--- src/rtl/fde_pkg.sv ---
package fde_pkg;

    localparam int OPC_W = 4;

    typedef enum logic [OPC_W-1:0] {
        OPC_LOAD  = 4'b0001,
        OPC_ADD   = 4'b0010,
        OPC_STORE = 4'b0011,
        OPC_HALT  = 4'b1111
    } opc_t;

    typedef enum logic [2:0] {
        PH_FETCH,
        PH_IWAIT,
        PH_DECODE,
        PH_OWAIT,
        PH_EXEC,
        PH_HALT
    } phase_t;

    typedef enum logic {
        ASEL_PC,
        ASEL_IR
    } asel_t;

    typedef struct packed {
        logic  ir_ld;
        logic  pc_inc;
        logic  r1_ld;
        logic  r2_ld;
        logic  alu_en;
        logic  mem_we;
        asel_t asel;
    } ctl_t;

endpackage

--- src/rtl/fde_adder.sv ---
module fde_adder #(
    parameter int W = 16
) (
    input  logic [W-1:0] a,
    input  logic [W-1:0] b,
    output logic [W-1:0] sum,
    output logic         cout
);

    logic [W:0] c;

    assign c[0] = 1'b0;

    for (genvar i = 0; i < W; i++) begin : g_bit
        assign sum[i]  = a[i] ^ b[i] ^ c[i];
        assign c[i+1]  = (a[i] & b[i]) | (c[i] & (a[i] ^ b[i]));
    end

    assign cout = c[W];

endmodule

--- src/rtl/fde_seq.sv ---
module fde_seq
    import fde_pkg::*;
(
    input  logic             clk,
    input  logic             rst,
    input  logic [OPC_W-1:0] opcode,
    output ctl_t             ctl,
    output logic             halted
);

    phase_t phase;
    phase_t phase_nxt;

    // state register
    always_ff @(posedge clk) begin
        if (rst) begin
            phase <= PH_FETCH;
        end else begin
            phase <= phase_nxt;
        end
    end

    // transitions
    always_comb begin
        phase_nxt = phase;
        unique case (phase)
            PH_FETCH:  phase_nxt = PH_IWAIT;
            PH_IWAIT:  phase_nxt = PH_DECODE;
            PH_DECODE: begin
                case (opcode)
                    OPC_LOAD, OPC_ADD: phase_nxt = PH_OWAIT;
                    OPC_STORE:         phase_nxt = PH_EXEC;
                    default:           phase_nxt = PH_HALT;
                endcase
            end
            PH_OWAIT:  phase_nxt = PH_EXEC;
            PH_EXEC:   phase_nxt = PH_FETCH;
            PH_HALT:   phase_nxt = PH_HALT;
            default:   phase_nxt = PH_HALT;
        endcase
    end

    // outputs
    always_comb begin
        ctl      = '0;
        ctl.asel = ASEL_PC;
        unique case (phase)
            PH_FETCH:  ctl.asel = ASEL_PC;
            PH_IWAIT:  ctl.ir_ld = 1'b1;
            PH_DECODE: begin
                ctl.pc_inc = 1'b1;
                ctl.asel   = ASEL_IR;
            end
            PH_OWAIT: begin
                ctl.asel  = ASEL_IR;
                ctl.r1_ld = (opcode == OPC_LOAD);
                ctl.r2_ld = (opcode == OPC_ADD);
            end
            PH_EXEC: begin
                ctl.asel   = ASEL_IR;
                ctl.alu_en = (opcode == OPC_ADD);
                ctl.mem_we = (opcode == OPC_STORE);
            end
            PH_HALT:   ctl.asel = ASEL_PC;
            default:   ctl.asel = ASEL_PC;
        endcase
    end

    assign halted = (phase == PH_HALT);

    // every fetch is followed by the instruction wait state
    assert_fetch_then_wait_R2: assert property (@(posedge clk) disable iff (rst)
        (phase == PH_FETCH) |=> (phase == PH_IWAIT));

    // halt is sticky until reset
    assert_halt_sticky_R8: assert property (@(posedge clk) disable iff (rst)
        halted |=> halted);

    // a write strobe never lasts two cycles
    assert_single_write_R7: assert property (@(posedge clk) disable iff (rst)
        ctl.mem_we |=> !ctl.mem_we);

endmodule

--- src/rtl/fde_dpath.sv ---
module fde_dpath
    import fde_pkg::*;
#(
    parameter int ADDR_W = 12,
    parameter int WORD_W = 16
) (
    input  logic              clk,
    input  logic              rst,
    input  ctl_t              ctl,
    input  logic [WORD_W-1:0] mem_rdata,
    output logic [ADDR_W-1:0] mem_addr,
    output logic [WORD_W-1:0] mem_wdata,
    output logic [OPC_W-1:0]  opcode,
    output logic              carry
);

    logic [ADDR_W-1:0] pc;
    logic [WORD_W-1:0] ir;
    logic [WORD_W-1:0] r1, r2, r3;
    logic [WORD_W-1:0] sum;
    logic              cout;

    fde_adder #(.W(WORD_W)) u_adder (
        .a    (r1),
        .b    (r2),
        .sum  (sum),
        .cout (cout)
    );

    always_ff @(posedge clk) begin
        if (rst) begin
            pc    <= '0;
            ir    <= '0;
            r1    <= '0;
            r2    <= '0;
            r3    <= '0;
            carry <= 1'b0;
        end else begin
            if (ctl.ir_ld)  ir <= mem_rdata;
            if (ctl.pc_inc) pc <= pc + ADDR_W'(1);
            if (ctl.r1_ld)  r1 <= mem_rdata;
            if (ctl.r2_ld)  r2 <= mem_rdata;
            if (ctl.alu_en) begin
                r3    <= sum;
                carry <= cout;
            end
        end
    end

    assign mem_addr  = (ctl.asel == ASEL_IR) ? ir[ADDR_W-1:0] : pc;
    assign mem_wdata = r3;
    assign opcode    = ir[WORD_W-1 -: OPC_W];

    // PC holds outside decode
    assert_pc_hold_R3: assert property (@(posedge clk) disable iff (rst)
        !ctl.pc_inc |=> $stable(pc));

    // instruction register holds outside its capture cycle
    assert_ir_hold_R2: assert property (@(posedge clk) disable iff (rst)
        !ctl.ir_ld |=> $stable(ir));

    // carry only moves on an add
    assert_carry_hold_R6: assert property (@(posedge clk) disable iff (rst)
        !ctl.alu_en |=> $stable(carry));

endmodule

--- src/rtl/fde_core.sv ---
module fde_core
    import fde_pkg::*;
#(
    parameter int ADDR_W = 12
) (
    input  logic                      clk,
    input  logic                      rst,
    output logic [ADDR_W-1:0]         mem_addr,
    output logic [OPC_W+ADDR_W-1:0]   mem_wdata,
    input  logic [OPC_W+ADDR_W-1:0]   mem_rdata,
    output logic                      mem_we,
    output logic                      halted,
    output logic                      carry
);

    localparam int WORD_W = OPC_W + ADDR_W;

    ctl_t             ctl;
    logic [OPC_W-1:0] opcode;

    fde_seq u_seq (
        .clk    (clk),
        .rst    (rst),
        .opcode (opcode),
        .ctl    (ctl),
        .halted (halted)
    );

    fde_dpath #(
        .ADDR_W (ADDR_W),
        .WORD_W (WORD_W)
    ) u_dpath (
        .clk       (clk),
        .rst       (rst),
        .ctl       (ctl),
        .mem_rdata (mem_rdata),
        .mem_addr  (mem_addr),
        .mem_wdata (mem_wdata),
        .opcode    (opcode),
        .carry     (carry)
    );

    assign mem_we = ctl.mem_we;

endmodule

--- config.mk ---
export PLATFORM = sky130hd
export DESIGN_NAME = fde_core
export DESIGN_NICKNAME = d
export VERILOG_FILES = /design/src/rtl/fde_pkg.sv /design/src/rtl/fde_adder.sv /design/src/rtl/fde_seq.sv /design/src/rtl/fde_dpath.sv /design/src/rtl/fde_core.sv
export SDC_FILE = /design/constraint.sdc
export NUM_CORES = 1
export LEC_CHECK = 0
export ABC_CLOCK_PERIOD_IN_PS = 17740
export BUFFER_PORTS_ARGS = -buffer_cell sky130_fd_sc_hd__clkbuf_2
export CORE_MARGIN = 2
export CORE_UTILIZATION = 50
export CTS_CLUSTER_DIAMETER = 200
export DETAILED_ROUTE_END_ITERATION = 8
export PLACE_DENSITY_LB_ADDON = 0.1
export SLEW_MARGIN = 30
export SYNTH_ARGS = -nofsm -noshare
export SYNTH_HDL_FRONTEND = slang
export SYNTH_SLANG_ARGS = --single-unit
--- constraint.sdc ---
create_clock -name clk -period 17.74 [get_ports clk]
set_input_delay 0 -clock clk [delete_from_list [all_inputs] [get_ports clk]]
set_output_delay 0 -clock clk [all_outputs]
set_load 0.05 [all_outputs]
After elaboration in Yosys (flattened, before gate mapping)
Cells that the tools add are included.

Memories kept: 0. Bits in read-only memories: 0. Register bits after elaboration: 80. Output and inout port bits: 31. Bits of input ports: 18. Memory bits (writable): 0. Latch bits: 0.

Divide/modulo/power cells: 0. Reduce and logical (&&, ||, !) cells: 3. Multiply operators: 0. Shift-type cells: 0. Add/sub/neg operators: 1. Bitwise gates (word level): 77. Equality and inequality tests: 8. Magnitude comparators: 0. Multiplexer cells: 8.

Operators by type and width (number): 1-bit bitwise AND (31); 1-bit XOR (31); 1-bit bitwise OR (15); 3-bit one-hot mux with 5 select lines (1); 12-bit by 1-bit adder with 12-bit output (second input constant) (1); 12-bit 2-to-1 mux (1); 4-bit by 2-bit equality test with 1-bit output (second input constant) (2); 3-bit by 2-bit equality test with 1-bit output (second input constant) (2); 3-bit equality test (second input constant) (2); 3-bit one-hot mux with 2 select lines (1); 4-bit by 1-bit equality test with 1-bit output (second input constant) (1); 2-bit 2-to-1 mux (2); 3-bit by 1-bit equality test with 1-bit output (second input constant) (1); 3-bit zero test (1); 1-bit 2-to-1 mux (3); 3-bit OR reduction (1); 2-bit OR reduction (1).

Depth between registers and ports, before layout
Gate-level depths: netlist (run 1).

Depth after elaboration: 31. Mapped depth: 20. Gate-level depth less buffers: 20.

Modules after synthesis
A second synthesis (run 1) with hierarchy kept.

Cell total of the unflattened synthesis: 348. Area total of the unflattened synthesis: 3589.7 um^2.

By module, submodules not included: fde_dpath (times used 1, cells an instance 290, area an instance 2976.6 um^2); fde_adder (times used 1, cells an instance 26, area an instance 350.3 um^2); fde_seq (times used 1, cells an instance 32, area an instance 262.8 um^2).

Worst setup path after synthesis (run 1)
No wires, ideal clock.

Path kind: reg-to-reg. From: register u_dpath.r2[0]. To: register u_dpath.r3[15], in the netlist u_dpath.mem_wdata[15]. Required time: 17654 ps. Setup slack: 11403 ps. Data arrival time: 6251 ps. Cell stages (with the launch flop): 21. Clock period less this slack: 6337 ps. Setup time: 86 ps. Cell sequence: dfxtp_1 -> ha_1 -> inv_1 -> fa_1 -> inv_1 -> fa_1 -> fa_1 -> fa_1 -> fa_1 -> fa_1 -> fa_1 -> fa_1 -> fa_1 -> fa_1 -> fa_1 -> fa_1 -> fa_1 -> fa_1 -> inv_1 -> fa_1 -> a211oi_1.

Longest elaborated chain between the ends: 30.

Ends and longest elaborated chain: start: declaration (line fde_dpath.sv:19) `logic [WORD_W-1:0] r1, r2, r3;`; start signal: assignment (line fde_dpath.sv:42) `if (ctl.r2_ld) r2 <= mem_rdata;`; 1-bit bitwise AND (2 in a row) (line fde_adder.sv:16) `assign c[i+1] = (a[i] & b[i]) | (c[i] & (a[i] ^ b[i]));`; 1-bit bitwise OR (line fde_adder.sv:16); 1-bit bitwise AND (line fde_adder.sv:16); 1-bit bitwise OR (line fde_adder.sv:16); 1-bit bitwise AND (line fde_adder.sv:16); 1-bit bitwise OR (line fde_adder.sv:16); 1-bit bitwise AND (line fde_adder.sv:16); 1-bit bitwise OR (line fde_adder.sv:16); [... 13 more ...]; 1-bit bitwise OR (line fde_adder.sv:16); 1-bit bitwise AND (line fde_adder.sv:16); 1-bit bitwise OR (line fde_adder.sv:16); 1-bit bitwise AND (line fde_adder.sv:16); 1-bit bitwise OR (line fde_adder.sv:16); 1-bit bitwise AND (line fde_adder.sv:16); 1-bit bitwise OR (line fde_adder.sv:16); 1-bit XOR (line fde_adder.sv:15) `assign sum[i] = a[i] ^ b[i] ^ c[i];`; end signal: assignment (line fde_dpath.sv:44) `r3 <= sum;`; end: declaration (line fde_dpath.sv:19).

Every way passes these cells. A chain may end at the register's enable or synchronous reset.

Worst setup path in the final report (run 1)
From: register u_dpath.r1[0]. To: register u_dpath.r3[15], in the netlist u_dpath.mem_wdata[15].

Longest elaborated chain between the ends: 30.

Ends and longest elaborated chain: start: declaration (line fde_dpath.sv:19); start signal: assignment (line fde_dpath.sv:41) `if (ctl.r1_ld) r1 <= mem_rdata;`; 1-bit bitwise AND (2 in a row) (line fde_adder.sv:16); 1-bit bitwise OR (line fde_adder.sv:16); 1-bit bitwise AND (line fde_adder.sv:16); 1-bit bitwise OR (line fde_adder.sv:16); 1-bit bitwise AND (line fde_adder.sv:16); 1-bit bitwise OR (line fde_adder.sv:16); 1-bit bitwise AND (line fde_adder.sv:16); 1-bit bitwise OR (line fde_adder.sv:16); [... 13 more ...]; 1-bit bitwise OR (line fde_adder.sv:16); 1-bit bitwise AND (line fde_adder.sv:16); 1-bit bitwise OR (line fde_adder.sv:16); 1-bit bitwise AND (line fde_adder.sv:16); 1-bit bitwise OR (line fde_adder.sv:16); 1-bit bitwise AND (line fde_adder.sv:16); 1-bit bitwise OR (line fde_adder.sv:16); 1-bit XOR (line fde_adder.sv:15).

Every way passes these cells.

==> results.md, run 1 <==
* Status: finished clean
* Post-synth ARST share at 0
* Die Wd at 88.0 microns
* PortBufs at 48
* Largest stage delay, worst path at 0.42 ns
* Largest net degree at the start of global routing at 81
* RSZ-0062 raised after global routing: false
* Adder-cell share of the synthesized area at 0.0922
* Count of final hold-check violations at 0
* Final Skew at 0.00886 ns
* Cells resized by post-CTS repair at 0
* RD Place Congestion at 0.790
* Simple-gate portion of the synthesized area at 0.207
* Final setup vio count at 0
* Max Used Layer: met4
* Die Area at 0.00774 sq mm
* Metal3 WL at 254 microns
* Critical Path RT at 18.01 ns
* M1 WL at 3.48 mm
* First-pass GRT wire length at 12.6 mm
* Most used cell, CP: fa_1
* Vias in the first global route at 2,611
* Core Area at 0.00679 sq mm
* Largest family of logic cells by synthesized area: simple AND/OR/NAND/NOR gates
* Min-Delay Path Class: primary input to flip-flop
* CTS buffer count at 9
* Seq/Total Area, Yosys at 0.454
* WL/cell at 13.8 microns
* Final Instance Area at 0.00412 sq mm
* Final Critical Period at 6.59 ns
* Io pins at 49
* H-tree Lvls at 3
* Synth Area in Compound Gates at 0.0862
* Critical path type: flip-flop to flip-flop
* Critical path's slowest cell: fa_1
* Avg Vias per Cell at 5.05
* Fraction of layout cells with a size suffix above 1 at 0.187
* Post-CTS setup-driven buffer insertion count at 0
* Crit path DAT at 6.86 ns
* Most frequent cells in the layout: 98 x nand2_1, 80 x dfxtp_1, 50 x a21oi_1, 48 x clkbuf_2, 30 x nor2_1
* Leak at 1.75 nW
* Netlist cell types at 40
* CP delay by family, top: adder cells
* Pre-antenna DRT Iters at 4
* Total number of vias at 2,720
* VDD IR max at 0.0000461 V
* Most common flop cell mapped by yosys: dfxtp_1
* Mux share of post-synthesis cell area at 0.0865
* Initial Utilization at 0.519
* Netlist Area Pre-Place at 0.00353 sq mm
* CTS tree: done
* FF+latch count, synth at 80
* Max FO, Critical Path at 2
* Mapped Nets at 423
* Initial drt markers at 99
* Residual DRC at 0
* Post-Route WL at 7.45 mm
* DR WL met2 at 3.61 mm
* Synth Instances at 388
* # rows at 30
* Post-synthesis xor/xnor area fraction at 0.0248
* YS warnings at 0
* Area delta synth->final at 16.7%
* Worst hold slack at 0.304 ns
* Relative slew slack at 0.445
* Cell area power density at 86.1 mW/mm^2
* Hold-fix buffers at CTS at 16
* Max clock buf depth at 2
* N_diodes at 0
* Sum Neg Setup Slack at 0 ns
* Number of clock sinks at 80
* CTS root buf: clkbuf_8
* Fin. max-slew vios at 0
* Most common cell after layout, fill and taps aside: nand2_1
* Crit path buffers/inverters at 3
* Die H at 88.0 microns
* Worst-margin pin slew at 0.828 ns
* Crit-path cells: ha_1, inv_1, fa_1, inv_1, fa_1, fa_1, fa_1, fa_1, fa_1, fa_1, fa_1, fa_1, fa_1, fa_1, fa_1, fa_1, fa_1, inv_1, fa_1, a211oi_1
* Fin nets at 474
* Post-DP HPWL at 4.99 mm
* Max Cap Violations at 0
* Clock Latency Late Sink at 0.36 ns
* Clk pin slew, worst setup/hold paths at 0.09 ns
* Post-route ant nets at 0
* Max Clk Rate at 152 MHz
* GR Overflow Total at 0
* CP Capture Type: flip-flop
* Number of synthesized flops with an enable pin at 0
* Startpoint types: flip-flop
* Synth Area per Inst at 9.09 sq um
* GRT Overall Usage at 0.212
* Placed cell area at 0.00376 sq mm
* Antenna violations before repair at 0
* Final period util at 0.372
-- worst min-delay path, cell delays in order --
cell and delay [ns]:
clkbuf_2 0.08, buf_4 0.37, nor2_1 0.18
-- area by class of cell --
| cell class | count | area [sq um] |
|---|---|---|
| Clock buffer | 10 | 138 |
| Clock inverter | 5 | 56.3 |
| Fill cell | 640 | 2680 |
| Inverter | 10 | 37.5 |
| Multi-Input combinational cell | 273 | 1760 |
| Sequential cell | 80 | 1600 |
| Tap cell | 96 | 120 |
| Timing Repair Buffer | 65 | 408 |
-- logic make-up (layout without fill, tap and decap cells) --
logic type      Yosys count  in the layout
buf+inv                  35             90
flops                    80             80
fa+ha+maj                17             17
xor+xnor                 10             10
compound gates           58             58
simple gates            159            159
mux                      29             29
-- per-stage QoR --
stage / instances / power (mW) / util / setup slack (ns)
3_5_place_dp: 508 / 0.222 / 0.554 / 11.12
4_1_cts: 539 / 0.359 / 0.606 / 11.10
5_1_grt: 539 / 0.371 / 0.606 / 10.94
3_3_place_gp: 508 / 0.222 / 0.554 / 11.21
6_report: 539 / 0.355 / 0.606 / 11.15
2_1_floorplan: 388 / 0.215 / - / 11.40
-- cell usage after synthesis (2+ instances only) --
master,count,area share
nand2_1,98,0.10
dfxtp_1,80,0.45
a21oi_1,51,0.072
nor2_1,30,0.032
mux2i_1,17,0.048
fa_1,15,0.085
clkbuf_1,14,0.015
mux2_2,12,0.038
inv_1,10,0.011
xnor2_1,6,0.015
buf_2,5,0.0071
nand3_1,5,0.0071
buf_6,4,0.013
nor3_1,4,0.0057
xor2_1,4,0.0099
a211oi_1,3,0.0064
and3_1,3,0.0053
and4_1,2,0.0050
ha_1,2,0.0071
nand4_1,2,0.0035
o21ai_0,2,0.0028
-- state kept, by name (all words and copies together) (netlist names) --
register and flops:
u_dpath.pc 12, u_dpath.r1 16, u_dpath.ir 16, u_dpath.carry 1
u_seq.phase 3, u_dpath.r2 16, u_dpath.mem_wdata 16
-- report_power, final --
group	switching [mW]	leakage [nW]	internal, mW
sequential	0.00491	0.647	0.184
combinational	0.0202	1.01	0.0119
clock	0.0656	0.0985	0.0681
total	0.0908	1.75	0.264
-- final timing paths --
check                               startpoint                            endpoint  slack [ns]  cells after the start
max                 u_dpath.r1[0]$_SDFFE_PP0P_  u_dpath.mem_wdata[15]$_SDFFE_PP0P_       11.15                     20
min                                        rst          u_dpath.r2[1]$_SDFFE_PP0P_        0.30                      3
max reg2reg         u_dpath.r1[0]$_SDFFE_PP0P_  u_dpath.mem_wdata[15]$_SDFFE_PP0P_       11.15                     20
min reg2reg  u_dpath.mem_wdata[3]$_SDFFE_PP0P_   u_dpath.mem_wdata[3]$_SDFFE_PP0P_        0.45                      2
-- per-layer routing --
metal | GRT usage | vias to the layer above
met5 | 0 | -
met4 | 0.0727 | 0
met3 | 0.0481 | 9
met2 | 0.342 | 44
met1 | 0.282 | 1290
li1 | - | 1377
Power figures use the tool's default switching activity.
==> run 2, diff against run 1 <==
--- a/config.mk
+++ b/config.mk
@@ -5,7 +5,8 @@
 export SDC_FILE = /design/constraint.sdc
 export NUM_CORES = 1
 export LEC_CHECK = 0
-export ABC_CLOCK_PERIOD_IN_PS = 17740
+export ABC_AREA = 1
+export ABC_CLOCK_PERIOD_IN_PS = 5400
 export BUFFER_PORTS_ARGS = -buffer_cell sky130_fd_sc_hd__clkbuf_2
 export CORE_MARGIN = 2
 export CORE_UTILIZATION = 50
==> constraint.sdc (replaced) <==
create_clock -name clk -period 5.4 [get_ports clk]
set_input_delay 0 -clock clk [delete_from_list [all_inputs] [get_ports clk]]
set_output_delay 0 -clock clk [all_outputs]
set_load 0.05 [all_outputs]
==> results.md, run 2 <==
* Count leader, synth: nor2_1
* Critical Path RT at 5.70 ns (-12.31 ns)
* Most frequent cells in the layout: 154 x nor2_1, 79 x dfxtp_1, 65 x o21ai_0, 48 x clkbuf_2, 37 x nand2_1
* Final core occ at 0.618 (+0.0120)
* Relative slew slack at 0.398 (-0.0470)
* Post-route ant nets at 0 (unchanged)
* FF+latch count, synth at 80 (unchanged)
* CTS root buf: clkbuf_8
* Post-CTS setup-driven buffer insertion count at 0 (unchanged)
* Max clock buf depth at 2 (unchanged)
* CTS buffer count at 9 (unchanged)
* Initial drt markers at 134 (+35%)
* Seq/Total Area, Yosys at 0.457 (+0.00275)
* Fin nets at 552 (+16%)
* Clock Latency Late Sink at 0.35 ns (about the same)
* RSZ-0062 raised after global routing: true
* Initial Utilization at 0.516 (-0.00313)
* CP Capture Type: flip-flop
* CTS tree: done
* Min-Delay Path Class: primary input to flip-flop
* Netlist Area Pre-Place at 0.00351 sq mm (-0.60%)
* Total power draw at 1.35 mW (+280%)
* RD Place Congestion at 0.877 (+11%)
* N_diodes at 0 (unchanged)
* Max Cap Violations at 0 (unchanged)
* Area delta synth->final at 19.8%
* GR Overflow Total at 0 (unchanged)
* Leading post-synthesis cells by cell area: dfxtp_1 46%, nor2_1 16%, o21ai_0 9.3%, fa_1 8.6%, nand2_1 4.0%
* Final Skew at 0.00884 ns (-0.0000260 ns)
* Commonest cells post-synth: 154 x nor2_1, 80 x dfxtp_1, 65 x o21ai_0
* Register area at 0.00160 sq mm (about the same)
* Final Instance Count excl. Fillers at 618 (+15%)
* Fraction of layout cells with a size suffix above 1 at 0.186 (-0.00154)
* Largest stage delay, worst path at 0.39 ns (-0.03 ns)
* Most used cell, CP: fa_2
* Startpoint types: flip-flop
* Count of final hold-check violations at 0 (unchanged)
* Residual DRC at 0 (unchanged)
* Fin. max-slew vios at 0 (unchanged)
* Multi-input logic area at 0.00171 sq mm (-3.0%)
* Fillers at 619 (-3.3%)
* Io pins at 49 (unchanged)
* Synth Instances at 459 (+18%)
* Number of clock sinks at 80 (unchanged)
* Final period util at 1.12 (+0.744)
* Critical path type: flip-flop to flip-flop
* Share of the synthesized area in the top cell type at 0.457 (+0.00275)
* Crit path DAT at 6.32 ns (-0.54 ns)
* Inst Count DP at 585 (+15%)
* Final Critical Period at 6.02 ns (-0.566 ns)
* Post-route setup slack at -0.625 ns (-11.77 ns)
* Status: finished, violations left
* Leak at 1.92 nW (+9.5%)
* Die Area at 0.00770 sq mm (-0.58%)
* Largest net degree at the start of global routing at 70 (-14%)
* Number of synthesized flops with an enable pin at 0 (unchanged)
* Post-DP HPWL at 5.19 mm (+3.9%)
* Netlist cell types at 21 (-48%)
* Placed cell area at 0.00381 sq mm (+1.2%)
* # rows at 30 (unchanged)
* Worst-margin pin slew at 0.902 ns (+0.0739 ns)
* Pre-antenna DRT Iters at 4 (unchanged)
* Cell area power density at 322 mW/mm^2 (+270%)
* Core Area at 0.00679 sq mm (unchanged)
* First-pass GRT wire length at 13.4 mm (+6.4%)
* Violated checks: negative setup slack
* Most common flop cell mapped by yosys: dfxtp_1
* WL/cell at 13.0 microns (-6.0%)
* VDD IR max at 0.000154 V (+230%)
* Die Wd at 87.8 microns (-0.29%)
* Mapped Nets at 494 (+17%)
* Max Clk Rate at 166 MHz (+9.4%)
* Most common cell after layout, fill and taps aside: nor2_1
* PortBufs at 48 (unchanged)
* Critical path's slowest cell: fa_1
* Post-synth ARST share at 0 (unchanged)
* Final Instance Area at 0.00420 sq mm (+2.0%)
* Die H at 87.8 microns (-0.29%)
* Vias in the first global route at 2,872 (+10%)
* H-tree Lvls at 3 (unchanged)
* Total number of vias at 3,008 (+11%)
* Antenna violations before repair at 0 (unchanged)
* Crit-path cells: ha_2, inv_2, fa_2, inv_2, fa_2, fa_2, fa_2, fa_2, fa_2, fa_2, fa_2, fa_2, fa_2, fa_2, fa_2, fa_2, fa_2, inv_2, fa_1, nand2_1, nand2_1, nor2_1
* Final setup vio count at 3 (+3)
* Max FO, Critical Path at 2 (unchanged)
* Clk pin slew, worst setup/hold paths at 0.09 ns (about the same)
* Avg Vias per Cell at 4.87 (-3.5%)
* Synth Area per Inst at 7.64 sq um (-16%)
* YS warnings at 0 (unchanged)
* GRT Overall Usage at 0.224 (+0.0124)
* Post-synth top area cell: dfxtp_1
* Sum Neg Setup Slack at -1.29 ns (-1.29 ns)
* Post-Route WL at 8.03 mm (+7.8%)
==> run 2: cell count changes after synthesis, moves of 12 or more <==
| cell | previous run | this run |
|---|---|---|
| a21oi_1 | 51 | 18 |
| inv_1 | 10 | 31 |
| mux2_2 | 12 | 0 |
| mux2i_1 | 17 | 0 |
| nand2_1 | 98 | 37 |
| nor2_1 | 30 | 154 |
| o21ai_0 | 2 | 65 |
==> run 2: cell families after synthesis <==
kind of cell / share of synthesized area
AOI/OAI and AO/OA: 0.126
adders and majority gates: 0.0928
buffers and inverters: 0.0678
DFF: 0.457
and+or+nand+nor: 0.257
==> run 2: path summary, 6_finish.rpt <==
| kind | start | endpoint | slack, ns | cells after the start |
|---|---|---|---|---|
| max | u_dpath.r2[0]$_SDFFE_PP0P_ | u_dpath.mem_wdata[15]$_SDFFE_PP0P_ | -0.62 | 22 |
| min | rst | u_seq.phase[1]$_SDFF_PP0_ | 0.43 | 3 |
| max reg2reg | u_dpath.r2[0]$_SDFFE_PP0P_ | u_dpath.mem_wdata[15]$_SDFFE_PP0P_ | -0.62 | 22 |
| min reg2reg | u_dpath.pc[10]$_SDFFE_PP0P_ | u_dpath.pc[10]$_SDFFE_PP0P_ | 0.48 | 2 |
==> run 2: cell type report <==
cell class	count	share of cell area
Multi-Input combinational cell	324	0.406
Sequential cell	80	0.382
Timing Repair Buffer	66	0.0995
Inverter	36	0.0322
Clock buffer	9	0.0295
Tap cell	96	0.0286
Clock inverter	7	0.0226
==> run 2: stage by stage <==
stage	setup slack (ns)	hold slack, ns
CTS	-0.617	0.426
floorplan	-0.424	0.0691
detailed placement	-0.593	0.253
global route	-0.820	0.437
global placement	-0.587	0.257
finish	-0.625	0.429
==> run 2: report_power, final <==
part	leakage [nW]	internal (mW)	switching [mW]
clock	0.110	0.261	0.229
sequential	0.649	0.618	0.0196
combinational	1.16	0.0589	0.167
==> run 2: timing repair <==
| action | 4_1_cts | 5_1_grt |
|---|---|---|
| resized for setup | 0 | 1 |
| endpoints found under the setup margin | 3 | 4 |
| pin swaps | 0 | 2 |
| hold buffers | 17 | 0 |
| hold endpoints to repair | 50 | 0 |
==> run 2: critical path: cells and delay by family, from the launching register on <==
family / cells / cell delay [ns]
adders and majority gates: 16 / 5.29
and+or+nand+nor: 3 / 0.21
buffers and inverters: 3 / 0.14
DFF: 1 / 0.33
==> run 2: metal layers <==
layer | vias up | global-route usage | share of wire
met5 | - | 0 | 0
met4 | 0 | 0.0867 | 0.013
met3 | 9 | 0.0377 | 0.039
met2 | 68 | 0.366 | 0.46
met1 | 1361 | 0.299 | 0.48
li1 | 1570 | - | -
==> run 3, diff against run 2 <==
--- a/config.mk
+++ b/config.mk
@@ -8,11 +8,13 @@
 export ABC_AREA = 1
 export ABC_CLOCK_PERIOD_IN_PS = 5400
 export BUFFER_PORTS_ARGS = -buffer_cell sky130_fd_sc_hd__clkbuf_2
+export CORE_ASPECT_RATIO = 0.5
 export CORE_MARGIN = 2
 export CORE_UTILIZATION = 50
 export CTS_CLUSTER_DIAMETER = 200
 export DETAILED_ROUTE_END_ITERATION = 8
-export PLACE_DENSITY_LB_ADDON = 0.1
+export MAX_ROUTING_LAYER = met4
+export PLACE_DENSITY = 0.71
 export SLEW_MARGIN = 30
 export SYNTH_ARGS = -nofsm -noshare
 export SYNTH_HDL_FRONTEND = slang
==> results.md, run 3 (synthesized netlist as in run 2, its figures left out) <==
* Final core occ at 0.635 (+0.0170)
* Count of final hold-check violations at 0 (unchanged)
* Die Wd at 122 microns (+40%)
* Max clock buf depth at 2 (unchanged)
* Relative slew slack at 0.404 (+0.00618)
* Critical path's slowest cell: fa_1
* Final Instance Count excl. Fillers at 614 (-0.65%)
* M1 WL at 4.09 mm (+5.4%)
* Most common cell after layout, fill and taps aside: nor2_1
* Sequential power share at 0.434 (-0.037)
* Fillers at 629 (+1.6%)
* CP Capture Type: flip-flop
* CP delay by family, top: adder cells
* Register area at 0.00160 sq mm (unchanged)
* Worst-margin pin slew at 0.893 ns (-0.00926 ns)
* Initial drt markers at 289 (+120%)
* Multi-input logic area at 0.00171 sq mm (unchanged)
* Total power draw at 1.47 mW (+8.5%)
* Fraction of layout cells with a size suffix above 1 at 0.184 (-0.00192)
* # rows at 21 (-30%)
* Violated checks: negative setup slack
* Largest net degree at the start of global routing at 77 (+10%)
* Residual DRC at 0 (unchanged)
* Post-DP HPWL at 5.14 mm (-0.97%)
* PortBufs at 48 (unchanged)
* Cell area power density at 344 mW/mm^2 (+6.7%)
* Fin nets at 552 (unchanged)
* Crit path buffers/inverters at 3 (unchanged)
* Total number of vias at 3,027 (+0.63%)
* VDD IR max at 0.000168 V (+9.0%)
* Final Critical Period at 6.07 ns (+0.0482 ns)
* Sum Neg Setup Slack at -1.41 ns (-0.124 ns)
* Antenna violations before repair at 0 (unchanged)
* Reg2Reg Setup Slack at -0.67 ns (-0.05 ns)
* Leak at 1.95 nW (+1.5%)
* Io pins at 49 (unchanged)
* Switching power at 0.432 mW (+3.9%)
* Combinational power share at 0.155 (-0.012)
* GRT Overall Usage at 0.238 (+0.0141)
* Inst Count DP at 581 (-0.68%)
* Int Pwr at 1.04 mW (+11%)
* Die Area at 0.00774 sq mm (+0.53%)
* Startpoint types: flip-flop
* Max Cap Violations at 0 (unchanged)
* Max FO, Critical Path at 2 (unchanged)
* Switching share of power at 0.294 (-0.0131)
* Clk pin slew, worst setup/hold paths at 0.06 ns (-0.03 ns)
* DR WL met2 at 3.49 mm (-6.4%)
* CTS root buf: clkbuf_16
* RD Place Congestion at 0.871 (-0.71%)
* WL/cell at 13.2 microns (+1.5%)
* RSZ-0062 raised after global routing: true
* CTS buffer count at 9 (unchanged)
* Most used cell, CP: fa_2
* GR Overflow Total at 0 (unchanged)
* First-pass GRT wire length at 13.7 mm (+2.6%)
* Die H at 63.2 microns (-28%)
* Core Area at 0.00673 sq mm (-0.99%)
* Final Skew at 0.00434 ns (-0.00449 ns)
* N_diodes at 0 (unchanged)
* Critical path type: flip-flop to flip-flop
* Crit path DAT at 6.35 ns (+0.03 ns)
* Min-Delay Path Class: primary input to flip-flop
* Post-Route WL at 8.10 mm (+0.88%)
* Number of clock sinks at 80 (unchanged)
* Critical Path RT at 5.68 ns (-0.02 ns)
* Area delta synth->final at 21.8%
* Crit-path cells: ha_2, inv_2, fa_2, inv_2, fa_2, fa_2, fa_2, fa_2, fa_2, fa_2, fa_2, fa_2, fa_2, fa_2, fa_2, fa_2, fa_2, inv_2, fa_1, nand2_1, nand2_1, nor2_1
* Post-route ant nets at 0 (unchanged)
* Initial Utilization at 0.521 (+0.00519)
* Most frequent cells in the layout: 154 x nor2_1, 79 x dfxtp_1, 65 x o21ai_0, 48 x clkbuf_2, 37 x nand2_1
* Clk pwr share at 0.412 (+0.050)
* Final setup vio count at 3 (unchanged)
* CTS tree: done
* Final period util at 1.12 (+0.00892)
* Fin. max-slew vios at 0 (unchanged)
* Max Used Layer: met4
* Metal3 WL at 407 microns (+28%)
* Pre-antenna DRT Iters at 5 (+1)
* Largest stage delay, worst path at 0.39 ns (about the same)
* Post-CTS setup-driven buffer insertion count at 0 (unchanged)
* Clock Latency Late Sink at 0.34 ns (about the same)
* H-tree Lvls at 3 (unchanged)
* Post-route setup slack at -0.673 ns (-0.0482 ns)
* Max Clk Rate at 165 MHz (-0.79%)
* Avg Vias per Cell at 4.93 (+1.3%)
* Vias in the first global route at 2,865 (-0.24%)
* Status: finished, violations left
## run 3: changes by cell type in the layout (fill, tap and decap cells not counted), sizes merged
cell      delta
clkbuf       +1
bufinv       -1
clkinv       -1
clkinvlp     +1
## run 3: routing by layer
| layer | global-route usage | vias to the layer above |
|---|---|---|
| met4 | 0.0647 | 0 |
| met3 | 0.0707 | 11 |
| met2 | 0.355 | 65 |
| met5 | - | - |
| li1 | - | 1572 |
| met1 | 0.318 | 1379 |
## run 3: layout make-up
class | count | area share
Inverter | 36 | 0.0316
Clock inverter | 6 | 0.0158
Timing Repair Buffer | 66 | 0.0978
Sequential cell | 80 | 0.375
Tap cell | 92 | 0.0269
Multi-Input combinational cell | 324 | 0.399
Clock buffer | 10 | 0.0536
## run 3: timing repair
item	CTS	global route
endpoints found under the hold margin	52	0
setup endpoints to repair	3	4
gates resized for setup	0	1
hold buffers	17	0
pin swaps	0	2
## run 3: path summary, 6_finish.rpt
check                              start                                  to  cells after the start
min                                  rst           u_seq.phase[1]$_SDFF_PP0_                      3
max           u_dpath.r2[0]$_SDFFE_PP0P_  u_dpath.mem_wdata[15]$_SDFFE_PP0P_                     22
min reg2reg  u_dpath.pc[10]$_SDFFE_PP0P_         u_dpath.pc[10]$_SDFFE_PP0P_                      2
max reg2reg   u_dpath.r2[0]$_SDFFE_PP0P_  u_dpath.mem_wdata[15]$_SDFFE_PP0P_                     22
## run 3: tightest hold or removal path, cell delays in order
cell and delay (ns):
dlygate4sd3_1 0.53, clkbuf_2 0.16, a21oi_1 0.05
## run 3: per-stage QoR
step,instance area (sq um),hold WS [ns],setup WS (ns)
finish,4270,0.440,-0.673
global route,4270,0.471,-0.855
CTS,4270,0.438,-0.639
detailed placement,3800,0.249,-0.611
global placement,3800,0.252,-0.579
floorplan,3540,0.0691,-0.424
## run 3: power by group through the flow
stage | Sequential (mW) | Combinational [mW] | Clock, mW
2_1_floorplan | 0.651 | 0.162 | 0
3_3_place_gp | 0.649 | 0.216 | 0
3_5_place_dp | 0.649 | 0.216 | 0
4_1_cts | 0.636 | 0.227 | 0.611
5_1_grt | 0.640 | 0.247 | 0.642
6_report | 0.637 | 0.227 | 0.605
